<file path="src/rtl/fsf_pkg.sv">
package fsf_pkg;

  typedef enum logic [2:0] {
    MODE_IDLE,
    MODE_PROG,
    MODE_WIN,
    MODE_ERASE,
    MODE_SUSP_RD,
    MODE_SUSP_PG
  } modeT;

  localparam logic [2:0] CMD_NOP     = 3'd0;
  localparam logic [2:0] CMD_PROG    = 3'd1;
  localparam logic [2:0] CMD_ERASE   = 3'd2;
  localparam logic [2:0] CMD_SUSPEND = 3'd3;
  localparam logic [2:0] CMD_RESUME  = 3'd4;
  localparam logic [2:0] CMD_RESET   = 3'd5;

  // Strobes from control to datapath
  typedef struct packed {
    logic loadProg;
    logic addSector;
    logic clearSectors;
    logic clr6;
    logic clr2;
    logic flip6;
    logic flip2;
    logic setFail;
    logic clrFail;
    logic loadStatus;
  } strobeT;

endpackage

</file>
<file path="src/rtl/fsf_control.sv">
module fsf_control
  import fsf_pkg::*;
#(
  parameter int WIN_CYCLES = 16
) (
  input  logic       clk,
  input  logic       rstN,
  input  logic       cmdValid,
  input  logic [2:0] cmdCode,
  input  logic       opDone,
  input  logic       limitPulse,
  input  logic       rdStrobe,
  input  logic       rdInSet,
  input  logic       cmdInSet,
  input  logic       failed,
  output modeT       mode,
  output strobeT     strb
);

  localparam int CNT_W = $clog2(WIN_CYCLES + 1);
  localparam logic [CNT_W-1:0] WIN_LAST = CNT_W'(WIN_CYCLES - 1);

  modeT             modeNext;
  logic [CNT_W-1:0] winCnt, winCntNext;

  logic isProg, isErase, isSuspend, isResume, isReset;

  always_comb begin
    isProg    = cmdValid && (cmdCode == CMD_PROG);
    isErase   = cmdValid && (cmdCode == CMD_ERASE);
    isSuspend = cmdValid && (cmdCode == CMD_SUSPEND);
    isResume  = cmdValid && (cmdCode == CMD_RESUME);
    isReset   = cmdValid && (cmdCode == CMD_RESET);
  end

  always_comb begin
    strb       = '0;
    modeNext   = mode;
    winCntNext = winCnt;
    case (mode)
      MODE_IDLE: begin
        if (isProg) begin
          modeNext      = MODE_PROG;
          strb.loadProg = 1'b1;
          strb.clr6     = 1'b1;
        end else if (isErase) begin
          modeNext       = MODE_WIN;
          strb.addSector = 1'b1;
          strb.clr6      = 1'b1;
          strb.clr2      = 1'b1;
          winCntNext     = WIN_LAST;
        end
      end
      MODE_PROG: begin
        if (failed) begin
          if (isReset) begin
            modeNext     = MODE_IDLE;
            strb.clrFail = 1'b1;
          end
        end else if (opDone) begin
          modeNext = MODE_IDLE;
        end
      end
      MODE_WIN: begin
        if (isErase) begin
          strb.addSector = 1'b1;
          winCntNext     = WIN_LAST;
        end else if (winCnt == '0) begin
          modeNext = MODE_ERASE;
        end else begin
          winCntNext = winCnt - 1'b1;
        end
      end
      MODE_ERASE: begin
        if (failed) begin
          if (isReset) begin
            modeNext          = MODE_IDLE;
            strb.clrFail      = 1'b1;
            strb.clearSectors = 1'b1;
          end
        end else if (opDone) begin
          modeNext          = MODE_IDLE;
          strb.clearSectors = 1'b1;
        end else if (isSuspend) begin
          modeNext = MODE_SUSP_RD;
        end
      end
      MODE_SUSP_RD: begin
        if (isProg && !cmdInSet) begin
          modeNext      = MODE_SUSP_PG;
          strb.loadProg = 1'b1;
          strb.clr6     = 1'b1;
        end else if (isResume) begin
          modeNext = MODE_ERASE;
        end
      end
      MODE_SUSP_PG: begin
        if (failed) begin
          if (isReset) begin
            modeNext          = MODE_IDLE;
            strb.clrFail      = 1'b1;
            strb.clearSectors = 1'b1;
          end
        end else if (opDone) begin
          modeNext = MODE_SUSP_RD;
        end
      end
      default: modeNext = MODE_IDLE;
    endcase

    strb.setFail    = limitPulse &&
                      (mode inside {MODE_PROG, MODE_ERASE, MODE_SUSP_PG});
    strb.flip6      = rdStrobe &&
                      (mode inside {MODE_PROG, MODE_WIN, MODE_ERASE, MODE_SUSP_PG});
    strb.flip2      = rdStrobe && rdInSet &&
                      (mode inside {MODE_WIN, MODE_ERASE, MODE_SUSP_RD, MODE_SUSP_PG});
    strb.loadStatus = rdStrobe;
  end

  always_ff @(posedge clk) begin
    if (!rstN) begin
      mode   <= MODE_IDLE;
      winCnt <= '0;
    end else begin
      mode   <= modeNext;
      winCnt <= winCntNext;
    end
  end

endmodule

</file>
<file path="src/rtl/fsf_datapath.sv">
module fsf_datapath
  import fsf_pkg::*;
#(
  parameter int ADDR_W = 8,
  parameter int SEC_W  = 3
) (
  input  logic              clk,
  input  logic              rstN,
  input  strobeT            strb,
  input  modeT              mode,
  input  logic [ADDR_W-1:0] cmdAddr,
  input  logic [7:0]        cmdData,
  input  logic [ADDR_W-1:0] rdAddr,
  output logic              rdInSet,
  output logic              cmdInSet,
  output logic              failed,
  output logic [7:0]        statusByte,
  output logic              statusValid
);

  localparam int NUM_SEC = 1 << SEC_W;

  logic [NUM_SEC-1:0] sectorSet;
  logic [ADDR_W-1:0]  progAddr;
  logic [7:0]         progData;
  logic               tog6, tog2;
  logic [SEC_W-1:0]   rdSec, cmdSec;
  logic [7:0]         statusNext;
  logic               dq2Sel;

  always_comb begin
    rdSec    = rdAddr[ADDR_W-1 -: SEC_W];
    cmdSec   = cmdAddr[ADDR_W-1 -: SEC_W];
    rdInSet  = sectorSet[rdSec];
    cmdInSet = sectorSet[cmdSec];
    dq2Sel   = rdInSet ? tog2 : 1'b1;
  end

  always_comb begin
    case (mode)
      MODE_IDLE:    statusNext = (rdAddr == progAddr) ? progData : 8'hFF;
      MODE_PROG:    statusNext = {~progData[7], tog6, failed, 1'b0, 1'b0, 1'b1, 2'b00};
      MODE_WIN:     statusNext = {1'b0, tog6, 1'b0, 1'b0, 1'b0, dq2Sel, 2'b00};
      MODE_ERASE:   statusNext = {1'b0, tog6, failed, 1'b0, 1'b1, dq2Sel, 2'b00};
      MODE_SUSP_RD: statusNext = rdInSet ? {1'b1, 1'b1, 1'b0, 1'b0, 1'b1, tog2, 2'b00}
                                         : 8'hFF;
      MODE_SUSP_PG: statusNext = {~progData[7], tog6, failed, 1'b0, 1'b1, dq2Sel, 2'b00};
      default:      statusNext = 8'hFF;
    endcase
  end

  always_ff @(posedge clk) begin
    if (!rstN) begin
      sectorSet   <= '0;
      progAddr    <= '0;
      progData    <= 8'hFF;
      tog6        <= 1'b0;
      tog2        <= 1'b0;
      failed      <= 1'b0;
      statusByte  <= 8'h00;
      statusValid <= 1'b0;
    end else begin
      if (strb.clearSectors)   sectorSet <= '0;
      else if (strb.addSector) sectorSet[cmdSec] <= 1'b1;

      if (strb.loadProg) begin
        progAddr <= cmdAddr;
        progData <= cmdData;
      end

      if (strb.clr6)       tog6 <= 1'b0;
      else if (strb.flip6) tog6 <= ~tog6;

      if (strb.clr2)       tog2 <= 1'b0;
      else if (strb.flip2) tog2 <= ~tog2;

      if (strb.clrFail)      failed <= 1'b0;
      else if (strb.setFail) failed <= 1'b1;

      statusValid <= strb.loadStatus;
      if (strb.loadStatus) statusByte <= statusNext;
    end
  end

endmodule

</file>
<file path="src/rtl/flash_status_flags.sv">
module flash_status_flags
  import fsf_pkg::*;
#(
  parameter int ADDR_W     = 8,
  parameter int SEC_W      = 3,
  parameter int WIN_CYCLES = 16
) (
  input  logic              clk,
  input  logic              rstN,
  input  logic              cmdValid,
  input  logic [2:0]        cmdCode,
  input  logic [ADDR_W-1:0] cmdAddr,
  input  logic [7:0]        cmdData,
  input  logic              opDone,
  input  logic              limitPulse,
  input  logic              rdStrobe,
  input  logic [ADDR_W-1:0] rdAddr,
  output logic [7:0]        statusByte,
  output logic              statusValid
);

  modeT   mode;
  strobeT strb;
  logic   rdInSet, cmdInSet, failed;

  fsf_control #(
    .WIN_CYCLES(WIN_CYCLES)
  ) u_ctrl (
    .clk       (clk),
    .rstN      (rstN),
    .cmdValid  (cmdValid),
    .cmdCode   (cmdCode),
    .opDone    (opDone),
    .limitPulse(limitPulse),
    .rdStrobe  (rdStrobe),
    .rdInSet   (rdInSet),
    .cmdInSet  (cmdInSet),
    .failed    (failed),
    .mode      (mode),
    .strb      (strb)
  );

  fsf_datapath #(
    .ADDR_W(ADDR_W),
    .SEC_W (SEC_W)
  ) u_dp (
    .clk        (clk),
    .rstN       (rstN),
    .strb       (strb),
    .mode       (mode),
    .cmdAddr    (cmdAddr),
    .cmdData    (cmdData),
    .rdAddr     (rdAddr),
    .rdInSet    (rdInSet),
    .cmdInSet   (cmdInSet),
    .failed     (failed),
    .statusByte (statusByte),
    .statusValid(statusValid)
  );

endmodule

</file>
<file path="config.mk">
export PLATFORM = sky130hd
export DESIGN_NAME = flash_status_flags
export DESIGN_NICKNAME = d
export VERILOG_FILES = /design/src/rtl/fsf_pkg.sv /design/src/rtl/fsf_control.sv /design/src/rtl/fsf_datapath.sv /design/src/rtl/flash_status_flags.sv
export SDC_FILE = /design/constraint.sdc
export NUM_CORES = 1
export LEC_CHECK = 0
export ABC_AREA = 1
export BUFFER_PORTS_ARGS = -buffer_cell sky130_fd_sc_hd__buf_2
export CAP_MARGIN = 10
export CORE_MARGIN = 2
export CORE_UTILIZATION = 30
export DETAILED_ROUTE_END_ITERATION = 7
export PLACE_DENSITY = 0.52
export SYNTH_ARGS = -nofsm -noshare
export SYNTH_HDL_FRONTEND = slang
export SYNTH_SLANG_ARGS = --single-unit
</file>
<file path="constraint.sdc">
create_clock -name clk -period 1.4 [get_ports clk]
set_input_delay 0 -clock clk [delete_from_list [all_inputs] [get_ports clk]]
set_output_delay 0 -clock clk [all_outputs]
set_load 0.05 [all_outputs]
</file>
[Word-level counts from Yosys, hierarchy flattened]
Index checks and enable logic that the tools add are counted.
Word-level totals
  bits in registers: 44
  word-level logic and storage cells: 112
  output and inout bits: 9
  input bits: 33
Cells by class
  mux-type cells: 47
  equal/unequal tests: 21
  reduce and logical (&&, ||, !) cells: 25
  $lt $le $gt $ge: 3
  bitwise logic cells: 5
  add/subtract/negate cells: 1
Operators with widths (number)
  $pmux W8 S6: 1
  $mux W3: 14
  $mux W5: 4
  $pmux W3 S6: 1
  $mux W1: 16
  $eq A3 B2 Y1 const B: 4
  $eq A3 B3 Y1 const B: 4
  $logic_and A1 B1 Y1: 11
  $pmux W5 S2: 1
  $ne A3 B2 Y1 const B: 3
  $eq A8 B8 Y1: 1
  $lt A3 B4 Y1 const B: 2
  $mux W8: 1
  $or A8 B8 Y8: 1
  $pmux W1 S2: 4
  $reduce_bool A4 Y1: 2
  $reduce_or A2 Y1: 4
  $reduce_and A7 Y1: 1
  $bmux W1 S3: 2
  $eq A3 B1 Y1 const B: 2
  $mux W6: 1
  $ne A3 B1 Y1 const B: 2
  $logic_not A5 Y1: 1
  $sub A5 B1 Y5 const B: 1
  other kinds (13): 18

[Logic depth before layout (Yosys ltp)]
  depth in word-level cells: 7
  mapped depth: 12
  depth with buffers taken out: 11

[Cells and area by module]
Synthesis repeated with hierarchy kept, for this count alone.
Second synthesis, totals
  cell total of the unflattened synthesis: 385
  area total of the unflattened synthesis: 2549.9 µm²
Modules (own cells, without submodules)
  fsf_datapath: cells an instance 249, area an instance 1724.2 µm², sequential area each 720.7 µm², instances 1
  fsf_control: cells an instance 136, area an instance 825.8 µm², sequential area each 160.2 µm², instances 1

[Least setup slack after synthesis]
Ideal clock, no wire load.
  path type: register to register
  start: register u_ctrl.winCnt[0]
  end: register u_ctrl.mode[1]
  data required time: 1285 ps
  arrival time: 1286 ps
  setup slack: -1 ps
  library setup time: 115 ps
  cell stages (with the launch flop): 12
  buffers on the path: 0
  period minus slack after synthesis: 1401 ps
  cell sequence: dfxtp_1 > inv_1 > ha_1 > nand3_1 > nor2_1 > nand2_1 > nand2_1 > nand2_1 > nor2_1 > nand2_2 > o21bai_1 > nor2_1
Between the ends
  cells in the longest elaborated chain, start to end: 3
RTL lines
  start, declared: RTL line fsf_control.sv:24  | logic [CNT_W-1:0] winCnt, winCntNext;
  start signal, assigned: RTL line fsf_control.sv:126  | winCnt <= winCntNext;
  $logic_not A5 Y1: RTL line fsf_control.sv:68  | end else if (winCnt == '0) begin
  $ne A2 B1 Y1 (no source line)
  $reduce_and A7 Y1 (no source line)
  end signal, assigned: RTL line fsf_control.sv:125  | mode <= modeNext;
  end, declared: RTL line fsf_control.sv:16  | output modeT mode,
Every way passes these cells.
A chain may end at the register's enable or synchronous reset.

[Worst setup path in the final report]
  start: register u_ctrl.winCnt[0]
  end: register u_ctrl.mode[0]
The elaborated chain is that of the path after synthesis.

==> metrics.txt <==
first-pass GRT wire length=10.3 mm; maximum number of pins on one net before global-route repair=21; Residual DRC=0; Slew @ Worst Pin=0.326 ns; register area=897 um2; Internal=0.00254 W; Buf/Inv on CP=1; Max Buffers Root-to-Sink=2; mean area per synthesized cell=6.93 um2; Hold WS=between 0.03 and 0.04 ns; maximum fanout along the worst path=3; cell count after synthesis=336; worst rel slew slack=78.2%; CP peak stage delay=roughly 0.33 ns; number of antenna violations at the first check in global routing=0; Max Clk Rate=about 730 MHz; leakage power=1.43 nW; standard cell core area=7610 um2; total number of H-tree levels=2; maximum vdd ir drop=0.524 mV; met2 usage in global routing=24.8%; sequential share of the synthesized area=37.8%; clock tree from TritonCTS=built; Placer Congestion=0.796; total design power=0.00426 W; ys async rst share=0%; detailed placer's ending HPWL=4.46 mm; clock group share of total power=19.7%; worst endpoint data arrival time=1.58 ns; gr usage total=14.9%; sum of routed wire length over all layers=6.05 mm; # IOs=42; global-route layer with the greatest usage=met2; count of routing violations after the opening detailed-route iteration=80; latest clock arrival within the worst-skew pair=0.30 ns; cell family with most CP delay=simple AND/OR/NAND/NOR gates; starting density of the core=a little under a third; cell types with the highest counts after synthesis=sky130_fd_sc_hd__nand2_1, sky130_fd_sc_hd__dfxtp_1, sky130_fd_sc_hd__nor2_1; dominant register cell in the synthesized netlist=sky130_fd_sc_hd__dfxtp_1; cell at the slowest stage of the critical path=sky130_fd_sc_hd__dfxtp_2; share of power burned in combinational logic=44.0%; R2R Path Start=u_ctrl.winCnt[0]; Cell Area, Synth=~2300 um2; total power per unit cell area=1330 nW/um2; number of instances in the placed design=496; post-route non-filler standard cell count=521; Post-Place Worst Slack=-0.0651 ns; GRT met1 Usage=approximately a fifth; switching power of the nets=0.00172 W; fin. max-slew vios=0; net count of the mapped netlist=370; post-synthesis cell type with the largest combined area=sky130_fd_sc_hd__dfxtp_1; Worst setup SP type=register; yosys synthesis warning count=0; Die Outline Area=8480 um2; worst setup slack after layout=roughly 0.025 ns; final count of negative-setup-slack endpoints=0; required time of the critical path=1.61 ns; Clock Tree Root=sky130_fd_sc_hd__clkbuf_8; filler instances=833; CP Capture Type=register; vias per std cell=4.53; vias in the first global route=around 2300; clock buffers created by TritonCTS=5; share of cells above drive strength 1=36.8%; number of clock sinks=44; final critical delay including setup and external delays=1.37 ns; total gr overflow=0; DIE HEIGHT=92.1 um; share of the clock period used by the worst path after layout=98.2%; number of max-capacitance violations reported=0; first-pass detailed-route iteration total=4; Horiz. Die Dim=92.1 um; status=finished clean; count of nets left with antenna violations after detail routing=0; classification of the worst-slack hold path=primary input to register; count of flip-flops with a built-in enable after synthesis=0; sequential group share of total power=36.2%; number of register bits inferred by synthesis=44; Cell variety after synth=36; area of combinational cells with multiple inputs=between 1000 and 1500 um2; Antenna Diode Count=0; met3 capacity usage during global routing=2.96%; final net count=452; row count=32; cell repeated most along the worst path=sky130_fd_sc_hd__nand2_2; switching power share of the total=40.4%; Port Buffer Count=41; register clock-pin slew on the reported worst setup and hold paths=0.10 ns; Avg WL per Cell=11.6 um; critical path start-end classification=register to register; cells traversed along the worst timing path=inv_2, ha_4, nand3_2, nor2_1, nand2_1, nand2_2, nand2_2, nor2_4, nand2_2, o21bai_1, nor2_1; area share of the largest cell type after synthesis=between 30% and 40%; unrepaired setup endpoints after global routing=yes; final hold vios=0; critical path launch point=u_ctrl.winCnt[0]; main area contributors after synthesis=sky130_fd_sc_hd__dfxtp_1, sky130_fd_sc_hd__nand2_1, sky130_fd_sc_hd__a21oi_1; launch point of the worst hold path=limitPulse; Via Count=2361; worst setup skew after layout=0.00942 ns; P&R area growth vs syn=37.8%; count leader, synth=sky130_fd_sc_hd__nand2_1
-- path summary, 6_finish.rpt --
check	end	slack [ns]	depth (start not counted)
worst min register to register	u_ctrl.winCnt[4]	0.44	2
worst max-delay path	u_ctrl.mode[0]	0.03	11
worst min-delay path	u_dp.failed	0.04	3
worst max register to register	u_ctrl.mode[0]	0.03	11
-- layout by cell type (no fill, tap or decap), types with 10 or more instances in the layout --
cell,n
sky130_fd_sc_hd__inv_1,23
sky130_fd_sc_hd__nand2_2,11
sky130_fd_sc_hd__dlygate4sd3_1,14
sky130_fd_sc_hd__nor2_1,29
sky130_fd_sc_hd__nand3_1,25
sky130_fd_sc_hd__o21ai_0,18
sky130_fd_sc_hd__buf_4,26
sky130_fd_sc_hd__inv_2,12
sky130_fd_sc_hd__dfxtp_1,35
sky130_fd_sc_hd__o21ai_1,10
sky130_fd_sc_hd__nor2_2,12
sky130_fd_sc_hd__buf_2,41
sky130_fd_sc_hd__a21oi_1,23
sky130_fd_sc_hd__nand2_1,60
-- metal layers --
layer  wire (um)  up-vias
met1        2960     1058
met4          48        0
met3         204        4
met2        2840       32
met5           0        -
li1            -     1267
-- metrics by stage --
step	setup TNS (ns)	util [%]	cell area, um2
4_1_cts	-0.0178	40.4	3070
3_5_place_dp	-0.695	36.8	2800
6_report	0	42.2	3210
3_3_place_gp	-0.317	36.8	2800
5_1_grt	-0.809	42.2	3210
2_1_floorplan	0	-	2330
-- worst register-to-register path, stage by stage (launching register included) --
cell and delay, ns:
sky130_fd_sc_hd__dfxtp_2 0.33, sky130_fd_sc_hd__inv_2 0.06, sky130_fd_sc_hd__ha_4 0.14, sky130_fd_sc_hd__nand3_2 0.06, sky130_fd_sc_hd__nor2_1 0.09, sky130_fd_sc_hd__nand2_1 0.08, sky130_fd_sc_hd__nand2_2 0.09, sky130_fd_sc_hd__nand2_2 0.06
sky130_fd_sc_hd__nor2_4 0.13, sky130_fd_sc_hd__nand2_2 0.07, sky130_fd_sc_hd__o21bai_1 0.13, sky130_fd_sc_hd__nor2_1 0.05
-- registers in the layout (all words and copies together), names as in the netlist --
register          flops
u_dp.statusValid      1
u_dp.progAddr         8
u_ctrl.winCnt         5
u_dp.failed           1
u_ctrl.mode           3
u_dp.progData         8
u_dp.tog2             1
u_dp.tog6             1
u_dp.sectorSet        8
u_dp.statusByte       8
-- power groups by stage --
| stage | clock (W) | sequential (W) | combinational (W) |
|---|---|---|---|
| 4_1_cts | 0.000866 | 0.00153 | 0.00175 |
| 3_3_place_gp | 0 | 0.00154 | 0.00166 |
| 6_report | 0.000840 | 0.00154 | 0.00188 |
| 3_5_place_dp | 0 | 0.00154 | 0.00166 |
| 5_1_grt | 0.000919 | 0.00156 | 0.00210 |
| 2_1_floorplan | 0 | 0.00169 | 0.000965 |
-- logic make-up (layout without fill, tap and decap cells) --
kind of cell,after synthesis,after routing,synth area share [%]
buf+inv,48,131,9.40
compound gates,77,77,18.5
simple gates,157,157,30.3
xor+xnor,9,9,3.39
flops,44,44,37.8
fa+ha+maj,1,1,0.537
-- timing repair --
| action | 4_1_cts | 5_1_grt |
|---|---|---|
| cloned | 0 | 0 |
| hold buffers | 14 | 0 |
| hold endpoints to repair | 14 | 0 |
| setup buffers | 0 | 3 |
| gates resized for setup | 16 | 50 |
| endpoints found under the setup margin | 20 | 39 |
| pin swaps | 8 | 23 |
-- layout make-up --
type | count | area share [%]
inverters | 38 | 4.91
multi-input cells | 244 | 42.0
clock buffers | 5 | 2.15
well taps | 102 | 3.98
clock inverters | 3 | 0.741
repair buffers | 85 | 18.3
flip-flops and latches | 44 | 28.0
No activity file was read; power rests on OpenSTA's default activity.
